## src/rtl/fpcmp_pkg.sv

```systemverilog
package fpcmp_pkg;
  localparam int SP_EXP_W  = 8;
  localparam int SP_FRAC_W = 23;
  localparam int DP_EXP_W  = 11;
  localparam int DP_FRAC_W = 52;
  localparam int MAG_W     = DP_EXP_W + DP_FRAC_W;

  typedef enum logic [1:0] {
    REL_GT = 2'd0,
    REL_LT = 2'd1,
    REL_EQ = 2'd2,
    REL_UN = 2'd3
  } rel_e;

  typedef struct packed {
    logic             is_nan;
    logic             is_snan;
    logic             is_zero;
    logic             sign;
    logic [MAG_W-1:0] mag;
  } opnd_t;

  // Ordering of two classified operands.
  function automatic rel_e relate(input opnd_t a, input opnd_t b);
    rel_e r;
    if (a.is_nan || b.is_nan)        r = REL_UN;
    else if (a.is_zero && b.is_zero) r = REL_EQ;
    else if (a.sign != b.sign)       r = a.sign ? REL_LT : REL_GT;
    else if (a.mag == b.mag)         r = REL_EQ;
    else if ((a.mag > b.mag) ^ a.sign) r = REL_GT;
    else                             r = REL_LT;
    return r;
  endfunction

  // Relation to {zf, pf, cf}.
  function automatic logic [2:0] zpc_of(input rel_e r);
    logic [2:0] v;
    case (r)
      REL_UN:  v = 3'b111;
      REL_LT:  v = 3'b001;
      REL_EQ:  v = 3'b100;
      default: v = 3'b000;
    endcase
    return v;
  endfunction

  // Invalid decision for the chosen variant.
  function automatic logic invalid_of(input opnd_t a, input opnd_t b, input logic sig_var);
    return sig_var ? (a.is_nan || b.is_nan) : (a.is_snan || b.is_snan);
  endfunction
endpackage

```

## src/rtl/fpcmp_classify.sv

```systemverilog
module fpcmp_classify
  import fpcmp_pkg::*;
#(
  parameter int EXP_W  = 8,
  parameter int FRAC_W = 23
) (
  input  logic [EXP_W+FRAC_W:0] val_i,
  output opnd_t                 info_o
);
  localparam int TOP = EXP_W + FRAC_W;

  logic [EXP_W-1:0]  exp_w;
  logic [FRAC_W-1:0] frac_w;
  logic              exp_ones;
  logic              nan_w;

  assign exp_w    = val_i[TOP-1:FRAC_W];
  assign frac_w   = val_i[FRAC_W-1:0];
  assign exp_ones = &exp_w;
  assign nan_w    = exp_ones && (frac_w != '0);

  always_comb begin
    info_o.is_nan  = nan_w;
    info_o.is_snan = nan_w && !frac_w[FRAC_W-1];
    info_o.is_zero = (val_i[TOP-1:0] == '0);
    info_o.sign    = val_i[TOP];
    info_o.mag     = MAG_W'(val_i[TOP-1:0]);
  end
endmodule

```

## src/rtl/fpcmp_order.sv

```systemverilog
module fpcmp_order
  import fpcmp_pkg::*;
(
  input  opnd_t a_i,
  input  opnd_t b_i,
  input  logic  sig_var_i,
  output rel_e  rel_o,
  output logic  inv_o
);
  assign rel_o = relate(a_i, b_i);
  assign inv_o = invalid_of(a_i, b_i, sig_var_i);
endmodule

```

## src/rtl/fpcmp_flag_reg.sv

```systemverilog
module fpcmp_flag_reg
  import fpcmp_pkg::*;
(
  input  logic       clk,
  input  logic       rst_n,
  input  logic       valid_i,
  input  rel_e       rel_i,
  input  logic       inv_i,
  input  logic       inv_mask_i,
  output logic [2:0] zpc_o,
  output logic [2:0] aux_o,
  output logic       we_o,
  output logic       sticky_o
);
  logic fault_w;
  logic commit_w;

  assign fault_w  = inv_i && !inv_mask_i;
  assign commit_w = valid_i && !fault_w;

  always_ff @(posedge clk or negedge rst_n) begin
    if (!rst_n) begin
      zpc_o    <= 3'b000;
      aux_o    <= 3'b000;
      we_o     <= 1'b0;
      sticky_o <= 1'b0;
    end else begin
      we_o <= commit_w;
      if (commit_w) begin
        zpc_o <= zpc_of(rel_i);
        aux_o <= 3'b000;
      end
      if (valid_i) sticky_o <= sticky_o | inv_i;
    end
  end
endmodule

```

## src/rtl/fp_flag_compare.sv

```systemverilog
module fp_flag_compare
  import fpcmp_pkg::*;
(
  input  logic        clk,
  input  logic        rst_n,
  input  logic        valid_i,
  input  logic        signaling_i,
  input  logic        dbl_i,
  input  logic        inv_mask_i,
  input  logic [63:0] opa_i,
  input  logic [63:0] opb_i,
  output logic        zf_o,
  output logic        pf_o,
  output logic        cf_o,
  output logic        of_o,
  output logic        sf_o,
  output logic        af_o,
  output logic        flag_we_o,
  output logic        inv_sticky_o
);
  localparam int SP_W = SP_EXP_W + SP_FRAC_W + 1;
  localparam int DP_W = DP_EXP_W + DP_FRAC_W + 1;
  localparam int N_OP = 2;

  logic [DP_W-1:0] raw_w [N_OP];
  opnd_t sp_info_w [N_OP];
  opnd_t dp_info_w [N_OP];
  opnd_t sel_info_w [N_OP];

  rel_e       rel_w;
  logic       inv_raise_w;
  logic [2:0] zpc_w;
  logic [2:0] aux_w;

  assign raw_w[0] = opa_i;
  assign raw_w[1] = opb_i;

  for (genvar g = 0; g < N_OP; g++) begin : g_opnd
    fpcmp_classify #(.EXP_W(SP_EXP_W), .FRAC_W(SP_FRAC_W)) u_sp (
      .val_i (raw_w[g][SP_W-1:0]),
      .info_o(sp_info_w[g])
    );
    fpcmp_classify #(.EXP_W(DP_EXP_W), .FRAC_W(DP_FRAC_W)) u_dp (
      .val_i (raw_w[g]),
      .info_o(dp_info_w[g])
    );
    assign sel_info_w[g] = dbl_i ? dp_info_w[g] : sp_info_w[g];
  end

  fpcmp_order u_order (
    .a_i      (sel_info_w[0]),
    .b_i      (sel_info_w[1]),
    .sig_var_i(signaling_i),
    .rel_o    (rel_w),
    .inv_o    (inv_raise_w)
  );

  fpcmp_flag_reg u_flags (
    .clk       (clk),
    .rst_n     (rst_n),
    .valid_i   (valid_i),
    .rel_i     (rel_w),
    .inv_i     (inv_raise_w),
    .inv_mask_i(inv_mask_i),
    .zpc_o     (zpc_w),
    .aux_o     (aux_w),
    .we_o      (flag_we_o),
    .sticky_o  (inv_sticky_o)
  );

  assign {zf_o, pf_o, cf_o} = zpc_w;
  assign {of_o, sf_o, af_o} = aux_w;
endmodule

```

## config.mk

```make
export PLATFORM = sky130hd
export DESIGN_NAME = fp_flag_compare
export DESIGN_NICKNAME = d
export VERILOG_FILES = /design/src/rtl/fpcmp_pkg.sv /design/src/rtl/fpcmp_classify.sv /design/src/rtl/fpcmp_order.sv /design/src/rtl/fpcmp_flag_reg.sv /design/src/rtl/fp_flag_compare.sv
export SDC_FILE = /design/constraint.sdc
export NUM_CORES = 1
export LEC_CHECK = 0
export BUFFER_PORTS_ARGS = -buffer_cell sky130_fd_sc_hd__buf_2
export CAP_MARGIN = 10
export CELL_PAD_IN_SITES_DETAIL_PLACEMENT = 0
export CELL_PAD_IN_SITES_GLOBAL_PLACEMENT = 1
export CORE_MARGIN = 2
export CORE_UTILIZATION = 28
export CTS_CLUSTER_DIAMETER = 100
export CTS_CLUSTER_SIZE = 25
export DETAILED_ROUTE_END_ITERATION = 8
export GPL_TIMING_DRIVEN = 0
export PLACE_DENSITY_LB_ADDON = 0.08
export SLEW_MARGIN = 20
export SYNTH_ARGS = -nofsm -noshare
export SYNTH_HDL_FRONTEND = slang
export SYNTH_SLANG_ARGS = --single-unit
```

## constraint.sdc

```tcl
create_clock -name clk -period 0.8 [get_ports clk]
set_input_delay 0.16 -clock clk [delete_from_list [all_inputs] [get_ports clk]]
set_output_delay 0.16 -clock clk [all_outputs]
set_load 0.03 [all_outputs]
```

==> results of run 1 <==
==> registers in the layout, summed over array words and instances, names as in the netlist <==
name and count:
u_flags.we_o 1, u_flags.zpc_o 3, u_flags.sticky_o 1
==> cells by family (layout without fill, tap and decap cells) <==
group	Yosys count	after routing	share of synthesized area, %
buffers and inverters	49	222	7.89
flip-flops	5	5	4.87
adder cells (fa/ha/maj)	63	63	30.7
multiplexers	3	3	1.27
AND/OR/NAND/NOR	184	184	39.1
other	1	3	0.146
AO/OA/AOI/OAI	63	63	16.0
==> power groups by stage <==
stage,registers [mW],logic [mW],clock network [mW]
2_1_floorplan,0.327,0.867,0
3_3_place_gp,0.287,1.61,0
3_5_place_dp,0.288,1.63,0
4_1_cts,0.289,1.95,0.475
5_1_grt,0.291,2.32,0.497
6_report,0.289,2.08,0.454
==> worst max-delay path, stage by stage <==
cell and delay, ps:
buf_12 110, buf_12 130, buf_8 120, buf_6 110, and2_4 130, ha_4 260
nand4_1 170, or4_4 580, or4_4 540, nand2_2 70, a21oi_1 40, mux2_4 270
o32a_1 290
==> final cells by class <==
type	count	area share, %
inverter	39	3.39
tap	108	3.13
buffer	10	3.45
clock buffer	4	1.04
sequential	5	2.90
timing repair buffer	169	23.5
multi-input combinational	316	62.5
==> timing repair <==
| action | in CTS | in global routing |
|---|---|---|
| endpoints found under the hold margin | 5 | 0 |
| gates cloned | 2 | 0 |
| hold buffers | 1 | 0 |
| resized for setup | 75 | 21 |
| setup buffers | 21 | 8 |
| setup endpoints to repair | 10 | 10 |
| pin swaps | 31 | 20 |
==> stage by stage <==
step / cell area [sq um] / cells
6_report: 4320 / 651
5_1_grt: 4320 / 651
4_1_cts: 4110 / 644
3_5_place_dp: 3480 / 616
3_3_place_gp: 3480 / 616
2_1_floorplan: 2660 / 370
==> synth_stat cells (2+ instances only) <==
library cell	instances	area (sq um)
a2111oi_0	3	26.3
a21o_1	5	37.5
a21oi_1	26	130
a221oi_1	3	26.3
and2_1	32	200
buf_4	3	22.5
clkbuf_1	6	22.5
dfrtp_1	5	125
ha_1	63	788
inv_1	39	146
mux2_2	2	22.5
nand2_1	52	195
nand3_1	9	45.0
nand4_1	27	169
nor2_1	10	37.5
nor3_1	11	55.1
nor4_1	28	175
nor4b_1	2	17.5
o21a_1	2	15.0
o21ai_0	10	50.1
o221ai_1	2	17.5
o31ai_1	2	15.0
o32a_1	2	20.0
or4_1	5	37.5
or4_4	3	33.8
==> placed cells by master (no fill, tap or decap), types with 10 or more instances in the layout <==
cell / n
nand4_1: 27
and2_4: 14
and2_1: 18
ha_4: 15
nand2_1: 46
nor2_1: 10
buf_4: 27
nor4_1: 21
ha_1: 48
a21oi_1: 26
inv_1: 39
buf_2: 131
==> layer usage <==
| layer | vias up | global-route usage [%] | share of wire [%] |
|---|---|---|---|
| met1 | 1543 | 28.2 | 48 |
| met5 | - | 0 | 0 |
| met3 | 4 | 1.62 | 5.4 |
| met4 | 0 | 1.90 | 0.32 |
| met2 | 104 | 34.7 | 47 |
| li1 | 1728 | - | - |
==> worst paths after layout <==
check	depth (start not counted)	slack [ps]	endpoint
max	13	-2100	u_flags.zpc_o[0]
max in group asynchronous	2	380	u_flags.zpc_o[0]
max reg2reg	2	0	u_flags.zpc_o[0]
min reg2reg	1	480	u_flags.sticky_o
min	2	180	u_flags.sticky_o
min in group asynchronous	2	290	u_flags.zpc_o[1]
==> flow_summary.json, run 1 <==
{
  "status": "complete, but fails checks",
  "violations": "negative setup slack",
  "hold_path_class": "in -> reg",
  "setup_viol": 10,
  "pwr-share-clk_pct": 16.1,
  "gp_congestion": 0.817,
  "multi_input_area_sq_um": 2700,
  "finalHoldViolations": 0,
  "fmax_ghz": 0.345,
  "startpoint_type": "input port",
  "areaGrowthSynthToFinish_pct": 68.1,
  "synth_seq_area_share_pct": 4.87,
  "htreeDepth": 1,
  "synth_warnings": 0,
  "path_class": "in -> reg",
  "leakagePower_nw": 2.12,
  "tns_ps": -7720,
  "die_h_microns": 99.8,
  "synth_enable_flop_cells": 0,
  "hpwl_microns": 8480,
  "dp_slack_ps": -2470,
  "slew_viol_final": 0,
  "p_per_area_nw_per_um2": 655,
  "grt_pass1_wl_microns": 16300,
  "ys_seq_elements": 5,
  "route.detailed.drc": 0,
  "grt_pass1_vias": 3432,
  "drt-wirelength-per-cell_microns": 15.8,
  "critPathMaxFanout": 8,
  "clock-sinks": 5,
  "holdWs_ps": 180,
  "die_x_microns": 99.8,
  "drive_gt1_share_pct": 44.6,
  "cts_buffer_depth": 2,
  "finClkSkew_ps": 0,
  "fill_cells": 928,
  "drt_iter0_drc": 115,
  "ant_nets": 0,
  "worstPathRequired_ps": 890,
  "rsz0062_at_grt": "yes",
  "cts_made_buffers": 3,
  "fin_crit_sh_pct": 362,
  "netlist_instances": 368,
  "grt_overflow_total": 0,
  "combPwrFrac_pct": 73.7,
  "wl_microns": 10300,
  "critPathArrivalTime_ps": 2990,
  "hp-start": "valid_i",
  "die-area_sq_um": 9950,
  "ys_types": 41,
  "ir_worst_vdd_uv": 982,
  "drv_cap": 0,
  "p_sw_mw": 1.15,
  "ios": 142,
  "seqPwrFrac_pct": 10.2,
  "dr.pass1.iters": 4,
  "grtUsageTotal_pct": 20.1,
  "synth_area_per_cell_sq_um": 6.98,
  "vias_per_cell": 5.19,
  "worstMarginPinSlew_ps": 592,
  "p_int_mw": 1.68,
  "rows": 34,
  "slew_headroom_pct": 60.2,
  "r2r_start": "u_flags.zpc_o[0]",
  "fin_nets": 741,
  "async_reset_ff_share_pct": 100,
  "worst_setup_path_end_kind": "flip-flop",
  "period_minus_slack_ps": 2900,
  "final_util_pct": 49.0,
  "core_sq_um": 8810,
  "crit_start": "dbl_i",
  "cts_root_buf": "clkbuf_8",
  "cts_tree": "yes",
  "vias": 3379,
  "antenna_cells": 0,
  "clock_latency_ps": 220,
  "io_buffers": 138,
  "finalWorstSetupSlack_ps": -2100,
  "grt_max_degree": 11,
  "syn_area_sq_um": 2570,
  "swShare_pct": 40.7,
  "path_clk_slew_ps": 30,
  "regArea_sq_um": 125,
  "antenna_found_initial": 0,
  "initial_core_util_pct": 29.2,
  "dominantRegCellSynth": "dfrtp_1",
  "design_power_total_mw": 2.83
}
No activity file was read; power rests on OpenSTA's default activity.
==> run 2: changes to the inputs <==
Settings changed: PLACE_DENSITY set to 0.78, PLACE_DENSITY_LB_ADDON 0.08 to unset.
==> flow_summary.json, run 2 (synthesis results as in run 1) <==
{
  "finClkSkew_ps": 0,
  "fin_crit_sh_pct": 349,
  "worstPathRequired_ps": 900,
  "slew_viol_final": 0,
  "min_delay_worst_endpoint": "u_flags.sticky_o",
  "grt_pass1_wl_microns": 15600,
  "htreeDepth": 1,
  "vias": 3344,
  "r2r_start": "u_flags.zpc_o[2]",
  "gp_congestion": 0.865,
  "dr.pass1.iters": 4,
  "hpwl_microns": 8390,
  "regMostFlops": "u_flags.zpc_o",
  "grt_pass1_vias": 3351,
  "fmax_ghz": 0.358,
  "worst_setup_path_end_kind": "flip-flop",
  "whs_path_depth": 2,
  "clock-sinks": 5,
  "violations": "negative setup slack",
  "cts_root_buf": "clkbuf_8",
  "core_sq_um": 8810,
  "cts_buffer_depth": 2,
  "clock_latency_ps": 220,
  "status": "complete, but fails checks",
  "mostFrequentLayoutCell": "buf_2",
  "reg2reg_slack_ps": -10,
  "setup_viol": 10,
  "critPathArrivalTime_ps": 2890,
  "vias_per_cell": 5.30,
  "finalHoldViolations": 0,
  "path_clk_slew_ps": 40,
  "r2r_end": "u_flags.zpc_o[2]",
  "leakagePower_nw": 2.02,
  "die_h_microns": 99.8,
  "ios": 142,
  "wl_microns": 9950,
  "hold_path_class": "in -> reg",
  "regArea_sq_um": 125,
  "fill_cells": 911,
  "drv_cap": 0,
  "finalWorstSetupSlack_ps": -1990,
  "grtUsageTotal_pct": 19.2,
  "hp-start": "valid_i",
  "ant_nets": 0,
  "die_x_microns": 99.8,
  "multi_input_area_sq_um": 2610,
  "startpoint_type": "input port",
  "slew_headroom_pct": 61.6,
  "drt-wirelength-per-cell_microns": 15.8,
  "path_class": "in -> reg",
  "grt_max_degree": 11,
  "areaGrowthSynthToFinish_pct": 59.2,
  "reg2regPathDepth": 2,
  "rows": 34,
  "largest_reg_flops": 3,
  "final_cell_mix": "buf_2, ha_1, nand2_1, inv_1, nand4_1",
  "p_per_area_nw_per_um2": 650,
  "initial_core_util_pct": 29.2,
  "io_buffers": 138,
  "cts_tree": "yes",
  "die-area_sq_um": 9950,
  "route.detailed.drc": 0,
  "drive_gt1_share_pct": 39.8,
  "rsz0062_at_grt": "yes",
  "dpl-instance-area_sq_um": 3480,
  "grt_overflow_total": 0,
  "ir_worst_vdd_uv": 1200,
  "antenna_cells": 0,
  "fin_nets": 721,
  "reg_top3": "u_flags.zpc_o x3, u_flags.sticky_o x1, u_flags.we_o x1",
  "cts_made_buffers": 3,
  "critPathMaxFanout": 6,
  "design_area_sq_um": 4090,
  "worstMarginPinSlew_ps": 576,
  "tns_ps": -7150,
  "drt_iter0_drc": 77,
  "antenna_found_initial": 0,
  "period_minus_slack_ps": 2790
}
[run 2: changes by cell type in the layout (fill, tap and decap cells not counted), sizes merged]
cell / before / now
clkbuf: 10 / 9
buf: 172 / 153
[run 2: worst max path at each step]
stage | start | endpoint | slack [ps]
3_3_place_gp | dbl_i | u_flags.zpc_o[0] | -2510
5_1_grt | dbl_i | u_flags.zpc_o[0] | -2040
4_1_cts | dbl_i | u_flags.zpc_o[0] | -1980
6_report | dbl_i | u_flags.zpc_o[0] | -1990
3_5_place_dp | dbl_i | u_flags.zpc_o[0] | -2490
2_1_floorplan | dbl_i | u_flags.zpc_o[0] | -1890
[run 2: what timing repair did]
item,CTS,global route
setup endpoints to repair,10,10
hold buffers,1,0
gates cloned,2,0
pin swaps,15,8
resized for setup,62,14
endpoints found under the hold margin,5,0
setup buffers,7,1
[run 2: layout make-up]
class	instances	share of cell area, %
multi-input cells	316	63.7
repair buffers	149	21.4
plain buffers	10	3.80
inverters	39	3.58
well taps	108	3.31
flip-flops and latches	5	3.06
clock buffers	4	1.10
[run 2: routing by layer]
metal	GRT usage, %	share of wire (%)
met3	2.95	5.1
met4	1.16	0.37
met1	25.6	46
met2	34.1	49
met5	0	0
[run 2: metrics by stage]
step	power [mW]	hold WS (ps)	utilization, %	setup WS, ps	instances
2_1_floorplan	1.19	-136	-	-1890	370
3_3_place_gp	1.88	-25.5	39.5	-2510	616
3_5_place_dp	1.91	-22.3	39.5	-2490	616
4_1_cts	2.61	183	45.2	-1980	630
5_1_grt	2.90	198	46.4	-2040	631
6_report	2.66	186	46.4	-1990	631
[run 2: power by group]
group	switching [mW]	leakage [nW]	total (mW)	internal (mW)
sequential	0.0163	0.0568	0.291	0.275
combinational	0.968	1.94	1.90	0.933
clock	0.123	0.0228	0.465	0.342
[run 2: worst max-delay path, cell delays in order]
cell and delay, ps:
buf_12 110, buf_8 130, buf_8 120, and2_4 150, ha_1 280, nand4_1 190, or4_4 570, or4_4 510
nand2_1 80, a21oi_1 40, mux2_2 270, o32a_1 280
